<file path="config.mk">
export PLATFORM = sky130hd
export DESIGN_NAME = tamper_glitch_filter
export DESIGN_NICKNAME = d
export VERILOG_FILES = /design/src/rtl/tamper_pkg.sv /design/src/rtl/tamper_sync.sv /design/src/rtl/tamper_tick_sel.sv /design/src/rtl/tamper_persist.sv /design/src/rtl/tamper_glitch_filter.sv
export SDC_FILE = /design/constraint.sdc
export NUM_CORES = 1
export LEC_CHECK = 0
export ABC_AREA = 0
export BUFFER_PORTS_ARGS = -buffer_cell sky130_fd_sc_hd__buf_2
export CAP_MARGIN = 0
export CELL_PAD_IN_SITES_DETAIL_PLACEMENT = 0
export CELL_PAD_IN_SITES_GLOBAL_PLACEMENT = 1
export CORE_MARGIN = 2
export CORE_UTILIZATION = 33
export DETAILED_ROUTE_END_ITERATION = 8
export PLACE_DENSITY_LB_ADDON = 0.1
export SYNTH_ARGS = -nofsm -noshare
export SYNTH_HDL_FRONTEND = slang
export SYNTH_SLANG_ARGS = --single-unit
</file>
<file path="constraint.sdc">
create_clock -name clk_i -period 2.5 [get_ports clk_i]
set_input_delay 0 -clock clk_i [delete_from_list [all_inputs] [get_ports clk_i]]
set_output_delay 0 -clock clk_i [all_outputs]
set_load 0.005 [all_outputs]
</file>
<file path="src/rtl/tamper_pkg.sv">
package tamper_pkg;
  localparam int unsigned DUR_W  = 4;
  localparam int unsigned SEL_W  = 3;
  localparam int unsigned N_TAPS = 1 << SEL_W;

  typedef enum logic [SEL_W-1:0] {
    RATE_32K = 3'd0,
    RATE_512 = 3'd1,
    RATE_128 = 3'd2,
    RATE_64  = 3'd3,
    RATE_16  = 3'd4,
    RATE_8   = 3'd5,
    RATE_4   = 3'd6,
    RATE_2   = 3'd7
  } rate_sel_e;
endpackage

</file>
<file path="src/rtl/tamper_sync.sv">
module tamper_sync #(
  parameter int unsigned STAGES = 2
) (
  input  logic clk_i,
  input  logic rst_ni,
  input  logic d_i,
  output logic q_o
);
  logic [STAGES-1:0] sync_q;

  always_ff @(posedge clk_i or negedge rst_ni) begin
    if (!rst_ni) sync_q <= '0;
    else         sync_q <= {sync_q[STAGES-2:0], d_i};
  end

  assign q_o = sync_q[STAGES-1];
endmodule

</file>
<file path="src/rtl/tamper_tick_sel.sv">
module tamper_tick_sel #(
  parameter int unsigned SEL_W  = 3,
  localparam int unsigned N_TAPS = 1 << SEL_W
) (
  input  logic [SEL_W-1:0]  sel_i,
  input  logic [N_TAPS-1:0] tick_i,
  output logic              sample_o
);
  logic [N_TAPS-1:0] hit;

  for (genvar g = 0; g < N_TAPS; g++) begin : g_tap
    assign hit[g] = tick_i[g] && (sel_i == SEL_W'(g));
  end

  assign sample_o = |hit;
endmodule

</file>
<file path="src/rtl/tamper_persist.sv">
module tamper_persist #(
  parameter int unsigned DUR_W = 4
) (
  input  logic             clk_i,
  input  logic             rst_ni,
  input  logic             en_i,
  input  logic             active_i,
  input  logic             sample_i,
  input  logic [DUR_W-1:0] dur_i,
  input  logic             restart_i,
  output logic             hit_o,
  output logic [DUR_W-1:0] cnt_o
);
  logic [DUR_W-1:0] cnt_q;
  logic [DUR_W:0]   cnt_inc;
  logic             bypass;
  logic             reached;

  always_comb begin
    bypass  = (dur_i == '0);
    cnt_inc = {1'b0, cnt_q} + 1'b1;
    reached = (cnt_inc >= {1'b0, dur_i});
    if (!en_i)       hit_o = 1'b0;
    else if (bypass) hit_o = active_i;
    else             hit_o = sample_i && active_i && reached;
  end

  // count saturates at the threshold; restart forces a fresh run
  always_ff @(posedge clk_i or negedge rst_ni) begin
    if (!rst_ni) begin
      cnt_q <= '0;
    end else if (!en_i || bypass || restart_i) begin
      cnt_q <= '0;
    end else if (sample_i) begin
      if (!active_i)    cnt_q <= '0;
      else if (!reached) cnt_q <= cnt_inc[DUR_W-1:0];
    end
  end

  assign cnt_o = cnt_q;
endmodule

</file>
<file path="src/rtl/tamper_glitch_filter.sv">
module tamper_glitch_filter
  import tamper_pkg::*;
#(
  parameter int unsigned SYNC_STAGES = 2
) (
  input  logic              clk_i,
  input  logic              rst_ni,
  input  logic              pin_i,
  input  logic              en_i,
  input  logic              pol_i,
  input  logic [DUR_W-1:0]  dur_i,
  input  logic [SEL_W-1:0]  sel_i,
  input  logic [N_TAPS-1:0] tick_i,
  input  logic              clr_i,
  input  logic              irq_en_i,
  output logic              status_o,
  output logic              irq_o
);
  logic             pin_sync;
  logic             active;
  logic             sample;
  logic             hit;
  logic [DUR_W-1:0] cnt;
  logic             status_q;

  tamper_sync #(.STAGES(SYNC_STAGES)) u_sync (
    .clk_i (clk_i),
    .rst_ni(rst_ni),
    .d_i   (pin_i),
    .q_o   (pin_sync)
  );

  assign active = pin_sync ^ pol_i;

  tamper_tick_sel #(.SEL_W(SEL_W)) u_tick_sel (
    .sel_i   (sel_i),
    .tick_i  (tick_i),
    .sample_o(sample)
  );

  tamper_persist #(.DUR_W(DUR_W)) u_persist (
    .clk_i    (clk_i),
    .rst_ni   (rst_ni),
    .en_i     (en_i),
    .active_i (active),
    .sample_i (sample),
    .dur_i    (dur_i),
    .restart_i(clr_i),
    .hit_o    (hit),
    .cnt_o    (cnt)
  );

  // sticky flag, set out of reset, clear has priority
  always_ff @(posedge clk_i or negedge rst_ni) begin
    if (!rst_ni)   status_q <= 1'b1;
    else if (clr_i) status_q <= 1'b0;
    else if (hit)   status_q <= 1'b1;
  end

  assign status_o = status_q;
  assign irq_o    = status_q & irq_en_i;
endmodule

</file>
==> flow_summary_export.csv, run 1 <==
group,metric,value,unit
global_route,grt.total_usage,12.13,%
cts,cts.reportedPaths.clkPinSlew,50,ps
yosys,syn_nets,85,
detailed_routing,drt_iter0_drc,12,
yosys,ys_seq_area_share,30.65,%
sta,fin_skew,2.971,ps
global_route,grt_pass1_vias,422,
detailed_routing,routedWlPerCell,11.24,um
global_route,grt_max_degree,8,
detailed_routing,first_pass_iters,4,
yosys,synth_area,575.6,um2
cts,numClockSinks,7,
critical_path,cp_max_fo,5,
cts,h-tree-depth,1,
pwr,p_total,288.8,uW
floorplanning,rows,15,
sta,hold_viol_final,0,
critical_path,startpoint,"u_persist.cnt_o[0]$_DFFE_PN0P_",
yosys,synth_common_cells,"dfrtp_1 (6), ha_1 (5), nor2_1 (5), inv_1 (4), mux2i_1 (4)",
placed_design,place_area,706.9,um2
critical_path,cp_cell_sequence,"ha_1 -> xor2_1 -> ha_1 -> a2111oi_4 -> o21ai_2 -> a22o_1 -> a22o_1",
sta,min_period,2183,ps
placed_design,place_congestion,0.7505,
placed_design,place_worst_setup_slack,322.1,ps
floorplanning,die_h,45.76,um
cts,clk_latency,250,ps
cts,cts-resized-gates,0,
layout,antenna_cells,0,
layout,drive_gt1_share,35.63,%
layout,fin_area,763.2,um2
detailed_routing,drt-total-wl,1169,um
yosys,netlist_instances,58,
global_route,grt_pass1_wl,1780,um
yosys,synth_edf_count,0,
outcome,status,"complete, no violations",
sta,period_share,87.30,%
pwr,ir_worst_vdd,207.2,uV
min_path,hp-start,"dur_i[3]",
sta,relSlewSlack,68.92,%
yosys,syn_avg_cell_area,9.923,um2
critical_path,critical_path_arrival,2320,ps
pwr,p_leak,0.0003867,uW
floorplanning,die_area,2094,um2
cts,cts_buffers,3,
detailed_routing,ant_nets,0,
job,cap_violations,0,
detailed_routing,vias_per_cell,5.000,
yosys,async_reset_ff_share,100.0,%
global_route,grt-ovfl-total,0,
critical_path,cp-end-kind,"flop",
yosys,synthTopCellsByArea,"dfrtp_1 (26%), ha_1 (11%), mux2i_1 (7.0%)",
cts,cts_tree,"yes",
critical_path,max_stage_delay,420,ps
detailed_routing,post-route-drc-count,0,
yosys,yosysWarningCount,0,
cts,cts_hold_buf,3,
cts,cts_root_buffer,"clkbuf_4",
placed_design,port_buffers,23,
cts,clockBufferDepth,2,
yosys,synth_top_area_cell,"dfrtp_1",
yosys,synth_most_common_cell,"dfrtp_1",
sta,worstMarginPinSlew,465.1,ps
detailed_routing,vias,520,
floorplanning,fp.coreArea,1689,um2
critical_path,cp_slowest_cell,"dfrtp_1",
pwr,powerDensity,378.4,nW/um2
sta,rsz0062_at_grt,"no",
layout,syn_to_final_growth,32.61,%
yosys,ys.flop_type,"dfrtp_1",
yosys,ys_ff_latch,7,
floorplanning,start_util,34.07,%
critical_path,crit_path_start_kind,"flop",
global_route,antenna_found_initial,0,
min_path,hp-class,"primary input to flop",
sta,drv_slew,0,
critical_path,r2r-start,"u_persist.cnt_o[0]$_DFFE_PN0P_",
floorplanning,num_io_pins,24,
cts,post-cts-setup-buffers,0,
yosys,post_synth_num_cell_types,28,
floorplanning,die_w,45.76,um
yosys,synth_top_area_share,26.09,%
critical_path,path_class,"flop to flop",
layout,final_net_count,115,
sta,setup_viol,0,
critical_path,cp.required,2640,ps
sta,setup_slack,317.4,ps
sta,tns,0,ps
sta,max_freq,0.4582,GHz
==> worst paths after layout <==
path	endpoint	slack, ps	cells past startpoint
worst min-delay path	status_o$_DFFE_PN1P_	80	4
max in group asynchronous	status_o$_DFFE_PN1P_	2160	2
worst max-delay path	u_persist.cnt_o[0]$_DFFE_PN0P_	320	7
worst min register to register	u_sync.sync_q[1]$_DFF_PN0_	350	0
worst max register to register	u_persist.cnt_o[0]$_DFFE_PN0P_	320	7
min in group asynchronous	u_persist.cnt_o[3]$_DFFE_PN0P_	110	2
==> per-layer routing <==
metal  up-vias  global-route usage (%)  share of wire (%)
met2        15                   18.03                 45
met5         -                       0                  0
met1       233                   15.57                 50
li1        272                       -                  -
met3         0                   5.952                5.2
met4         0                   3.429                  0
==> cell usage in the layout, fill, tap and decap left out, drive strengths merged <==
cell and count:
buf 23, dfrtp 6, nor2 5, ha 5
inv 4, mux2i 4, clkbuf 4, nand3 3
nand3b 3, a22o 3, dlygate4sd3 3, o21ai 3
xor2 2, nand2 2, o21a 2, a32o 2
nand2b 2, xnor2 1, and2 1, nand4 1
a2111oi 1, or2b 1, nor4 1, o221ai 1
nor3b 1, a21oi 1, nor3 1, dfstp 1
==> cells by family after synthesis <==
family | synth area share (%)
AO/OA/AOI/OAI | 21.09
adder cells (fa/ha/maj) | 10.87
XOR/XNOR | 4.566
multiplexers | 6.957
buffers and inverters | 3.477
flip-flops | 30.65
AND/OR/NAND/NOR | 22.39
==> metrics by stage <==
step / instances / hold WS (ps) / utilization (%)
global placement: 97 / -161.1 / 41.85
detailed placement: 97 / -162.0 / 41.85
floorplan: 58 / -295.6 / -
finish: 104 / 84.97 / 45.19
global route: 104 / 112.0 / 45.19
CTS: 104 / 88.75 / 45.19
==> final cells by class <==
cell class                 instances  area [um2]
fill                             174       925.9
multi-input combinational         46       379.1
sequential                         7       176.4
timing repair buffer              26       145.1
clock buffer                       4       26.28
tap                               17       21.27
inverter                           4       15.01
==> worst max-delay path: cells and delay by family (launching register included) <==
kind | cells | cell delay [ps]
flops | 1 | 420
xor+xnor | 1 | 150
compound gates | 4 | 1000
fa+ha+maj | 2 | 480
==> state kept, by name (all words and copies together) (netlist names) <==
signal and cells:
u_persist.cnt_o 4, u_sync.sync_q 2, status_o 1
==> where the power goes <==
part	switching, uW	internal [uW]	total, uW
sequential	2.08	117	119
clock	39.5	60.8	100
combinational	31.8	37.4	69.2
(Power assumes the default switching activity.)
==> run 2: changes to the inputs <==
--- a/config.mk
+++ b/config.mk
@@ -14,6 +14,7 @@
 export CORE_UTILIZATION = 33
 export DETAILED_ROUTE_END_ITERATION = 8
 export PLACE_DENSITY_LB_ADDON = 0.1
+export RECOVER_POWER = 25
 export SYNTH_ARGS = -nofsm -noshare
 export SYNTH_HDL_FRONTEND = slang
 export SYNTH_SLANG_ARGS = --single-unit
==> run 2 against run 1 <==
Clock power barely moved. Critical path depth did not move. Critical endpoint unchanged. First-iteration DRC count rose by 17%. Die area did not move. Cell count did not move. Largest power group unchanged. Wire length fell by 0.34%. Worst hold slack barely moved. Fmax barely moved.
==> flow_summary_export.csv, run 2 (synthesis results as in run 1) <==
group,metric,value,unit
layout,syn_to_final_growth,32.39,%
critical_path,max_stage_delay,420,ps
pwr,p_total,288.5,uW
layout,final_net_count,115,
job,cap_violations,0,
pwr,p_leak,0.0003839,uW
pwr,powerDensity,378.6,nW/um2
critical_path,critical_path_arrival,2320,ps
layout,drive_gt1_share,34.48,%
cts,cts_hold_buf,3,
critical_path,cp-end-kind,"flop",
detailed_routing,drt_iter0_drc,14,
sta,rsz0062_at_grt,"no",
layout,postLayoutCoreUtil,45.11,%
cts,cts.reportedPaths.clkPinSlew,50,ps
sta,setup_viol,0,
global_route,grt_max_degree,8,
cts,clockBufferDepth,2,
detailed_routing,first_pass_iters,4,
cts,post-cts-setup-buffers,0,
cts,clk_latency,250,ps
sta,max_freq,0.4582,GHz
floorplanning,die_area,2094,um2
global_route,grt.total_usage,12.13,%
floorplanning,start_util,34.07,%
global_route,antenna_found_initial,0,
floorplanning,die_h,45.76,um
layout,nFillCells,175,
floorplanning,fp.coreArea,1689,um2
floorplanning,num_io_pins,24,
detailed_routing,routedWlPerCell,11.20,um
sta,hold_viol_final,0,
critical_path,crit_buf_inv,0,
critical_path,path_class,"flop to flop",
outcome,status,"complete, no violations",
sta,drv_slew,0,
layout,antenna_cells,0,
layout,largest_reg_flops,4,
placed_design,place_congestion,0.7505,
sta,period_share,87.31,%
critical_path,cp_max_fo,5,
placed_design,port_buffers,23,
cts,numClockSinks,7,
cts,cts_buffers,3,
detailed_routing,vias_per_cell,4.990,
cts,cts_root_buffer,"clkbuf_4",
layout,final_common_cell,"buf_2",
critical_path,crit_family,"compound AO/OA/AOI/OAI gates",
cts,cts_tree,"yes",
sta,min_period,2183,ps
sta,tns,0,ps
critical_path,crit_path_start_kind,"flop",
global_route,grt_pass1_wl,1780,um
sta,whs,84.76,ps
floorplanning,rows,15,
detailed_routing,drt-total-wl,1165,um
global_route,grt-ovfl-total,0,
pwr,ir_worst_vdd,207.2,uV
sta,fin_skew,2.971,ps
global_route,grt_pass1_vias,422,
critical_path,cp_cell_sequence,"ha_1 -> xor2_1 -> ha_1 -> a2111oi_4 -> o21ai_2 -> a22o_1 -> a22o_1",
cts,cts-resized-gates,0,
layout,mostFrequentLayoutCells,"buf_2 (22), dfrtp_1 (6), nor2_1 (5), ha_1 (5)",
critical_path,cp.required,2640,ps
sta,worstMarginPinSlew,465.1,ps
detailed_routing,post-route-drc-count,0,
critical_path,cp_slowest_cell,"dfrtp_1",
detailed_routing,vias,519,
detailed_routing,ant_nets,0,
sta,relSlewSlack,68.92,%
cts,h-tree-depth,1,
min_path,hp-class,"primary input to flop",
floorplanning,die_w,45.76,um
-- run 2: changes by cell type in the layout (fill, tap and decap cells not counted) --
cell      before  now
buf_2         23   22
clkbuf_1       1    2
-- run 2: layout make-up --
type                            count  area [um2]  area share, %
Multi-Input combinational cell     46       379.1          49.75
Sequential cell                     7       176.4          23.15
Inverter                            4       15.01          1.970
Clock buffer                        4       26.28          3.448
Timing Repair Buffer               26       143.9          18.88
Tap cell                           17       21.27          2.791
-- run 2: routing by layer --
layer	up-vias	GRT usage [%]	share of wire, %
li1	272	-	-
met1	232	15.57	50
met2	15	18.03	45
met3	0	5.952	5.2
met4	0	3.429	0
met5	-	0	0
-- run 2: final timing paths --
kind                                           startpoint                        endpoint  slack (ps)  cells after the start
setup / recovery           u_persist.cnt_o[0]$_DFFE_PN0P_  u_persist.cnt_o[0]$_DFFE_PN0P_         320                      7
hold / removal                                   dur_i[3]            status_o$_DFFE_PN1P_          80                      4
setup reg to reg           u_persist.cnt_o[0]$_DFFE_PN0P_  u_persist.cnt_o[0]$_DFFE_PN0P_         320                      7
hold reg to reg                u_sync.sync_q[0]$_DFF_PN0_      u_sync.sync_q[1]$_DFF_PN0_         350                      0
max in group asynchronous                          rst_ni            status_o$_DFFE_PN1P_        2020                      2
min in group asynchronous                          rst_ni  u_persist.cnt_o[3]$_DFFE_PN0P_         170                      2
-- run 2: worst register-to-register path: stages, from the launching register on --
cell and delay (ps):
dfrtp_1 420, ha_1 260, xor2_1 150, ha_1 220
a2111oi_4 400, o21ai_2 130, a22o_1 250, a22o_1 230
-- run 2: stage by stage --
stage	std cells	worst slack (ps)	area (um2)
3_3_place_gp	97	346.9	706.9
3_5_place_dp	97	322.1	706.9
5_1_grt	104	224.3	762.0
4_1_cts	104	315.7	763.2
2_1_floorplan	58	455.9	575.6
6_report	104	317.4	762.0
-- run 2: where the power goes --
part           switching (uW)  leakage [uW]  internal, uW
logic                    31.8      0.000280          37.2
registers                2.08     0.0000893           117
clock network            39.5     0.0000150          60.8
total                    73.4      0.000384           215
==> run 3: changes to the inputs <==
--- a/config.mk
+++ b/config.mk
@@ -7,12 +7,13 @@
 export LEC_CHECK = 0
 export ABC_AREA = 0
 export BUFFER_PORTS_ARGS = -buffer_cell sky130_fd_sc_hd__buf_2
-export CAP_MARGIN = 0
 export CELL_PAD_IN_SITES_DETAIL_PLACEMENT = 0
 export CELL_PAD_IN_SITES_GLOBAL_PLACEMENT = 1
 export CORE_MARGIN = 2
 export CORE_UTILIZATION = 33
 export DETAILED_ROUTE_END_ITERATION = 8
+export GPL_TIMING_DRIVEN = 0
+export MAX_ROUTING_LAYER = met4
 export PLACE_DENSITY_LB_ADDON = 0.1
 export RECOVER_POWER = 25
 export SYNTH_ARGS = -nofsm -noshare
==> run 3 against run 2 <==
Cell area unchanged. Cell count unchanged. Setup slack worse by 22 ps. Flip-flop and latch count unchanged. Largest power group unchanged.
==> flow_summary_export.csv, run 3 (synthesis results as in run 1) <==
group,metric,value,unit
sta,relSlewSlack,71.25,%
floorplanning,num_io_pins,24,
critical_path,critical_path_arrival,2340,ps
global_route,grt.total_usage,12.64,%
pwr,ir_worst_vdd,370.8,uV
placed_design,place_congestion,0.7325,
cts,numClockSinks,7,
layout,syn_to_final_growth,32.39,%
global_route,grt_pass1_vias,464,
detailed_routing,vias_per_cell,5.010,
placed_design,place_worst_setup_slack,284.5,ps
floorplanning,start_util,34.07,%
sta,rsz0062_at_grt,"no",
critical_path,cp.required,2630,ps
critical_path,r2r-start,"u_persist.cnt_o[0]$_DFFE_PN0P_",
floorplanning,rows,15,
detailed_routing,routedWlPerCell,11.01,um
placed_design,place_inst,97,
global_route,grt_max_degree,8,
outcome,status,"complete, no violations",
cts,cts.reportedPaths.clkPinSlew,50,ps
cts,post-cts-setup-buffers,0,
cts,cts_root_buffer,"clkbuf_4",
layout,largest_reg_flops,4,
sta,setup_viol,0,
detailed_routing,drt_iter0_drc,7,
detailed_routing,ant_nets,0,
floorplanning,die_area,2094,um2
detailed_routing,first_pass_iters,4,
sta,worstMarginPinSlew,430.3,ps
critical_path,cp_max_fo,5,
global_route,antenna_found_initial,0,
layout,nFillCells,172,
cts,h-tree-depth,1,
layout,drive_gt1_share,34.48,%
global_route,grt_pass1_wl,1807,um
sta,fin_skew,3.562,ps
layout,final_common_cell,"buf_2",
min_path,hp-class,"primary input to flop",
placed_design,port_buffers,22,
sta,setup_slack,295.6,ps
detailed_routing,vias,521,
floorplanning,die_h,45.76,um
sta,tns,0,ps
critical_path,path_class,"flop to flop",
cts,cts_buffers,3,
cts,cts_hold_buf,3,
sta,period_share,88.18,%
cts,clockBufferDepth,2,
pwr,p_leak,0.0003842,uW
detailed_routing,post-route-drc-count,0,
sta,min_period,2204,ps
critical_path,startpoint,"u_persist.cnt_o[0]$_DFFE_PN0P_",
layout,final_cells,104,
min_path,hp-start,"dur_i[2]",
layout,antenna_cells,0,
critical_path,cp-end-kind,"flop",
cts,cts_tree,"yes",
pwr,powerDensity,376.2,nW/um2
sta,hold_viol_final,0,
sta,max_freq,0.4536,GHz
cts,cts-resized-gates,0,
job,cap_violations,0,
floorplanning,fp.coreArea,1689,um2
floorplanning,die_w,45.76,um
global_route,grt-ovfl-total,0,
layout,mostFrequentLayoutCells,"buf_2 (21), dfrtp_1 (6), nor2_1 (5), ha_1 (5)",
critical_path,crit_path_start_kind,"flop",
cts,clk_latency,250,ps
layout,final_net_count,115,
detailed_routing,drt-total-wl,1145,um
sta,drv_slew,0,
## run 3: layout make-up
type                            count  area (um2)  share of cell area (%)
Tap cell                           17       21.27                   2.791
Inverter                            4       15.01                   1.970
Multi-Input combinational cell     46       379.1                   49.75
Clock buffer                        4       26.28                   3.448
Timing Repair Buffer               25       138.9                   18.23
Buffer                              1       5.005                  0.6568
Sequential cell                     7       176.4                   23.15
## run 3: where the power goes
part,total [uW],internal [uW],switching (uW)
Clock,98.5,60.7,37.9
Sequential,119,117,2.26
Combinational,68.7,37.1,31.6
Total,287,215,71.7
## run 3: layer usage
metal,vias to the layer above,routed length [um],track usage [%]
met5,-,0,-
met4,0,0,0
met3,0,65,5.952
met2,17,515,21.13
met1,230,565,14.77
li1,274,-,-
## run 3: final timing paths
path	to	slack [ps]	cells after the start
hold / removal	status_o$_DFFE_PN1P_	80	4
setup reg to reg	u_persist.cnt_o[0]$_DFFE_PN0P_	300	7
setup / recovery	u_persist.cnt_o[0]$_DFFE_PN0P_	300	7
hold reg to reg	u_sync.sync_q[1]$_DFF_PN0_	350	0
max in group asynchronous	status_o$_DFFE_PN1P_	2030	2
min in group asynchronous	u_sync.sync_q[1]$_DFF_PN0_	170	2
## run 3: worst max-delay path, stage by stage, from the launching register on
cell       delay (ps)
dfrtp_1           430
ha_1              270
xor2_1            160
ha_1              220
a2111oi_4         400
o21ai_2           120
a22o_1            250
a22o_1            240
## run 3: stage by stage
stage	util (%)	power [uW]	hold WS (ps)	instance area (um2)
6_report	45.11	286.7	81.70	762.0
5_1_grt	45.11	309.3	113.7	762.0
4_1_cts	45.19	292.2	89.68	763.2
3_5_place_dp	41.85	187.6	-163.6	706.9
3_3_place_gp	41.85	186.5	-165.7	706.9
2_1_floorplan	-	159.9	-295.6	575.6
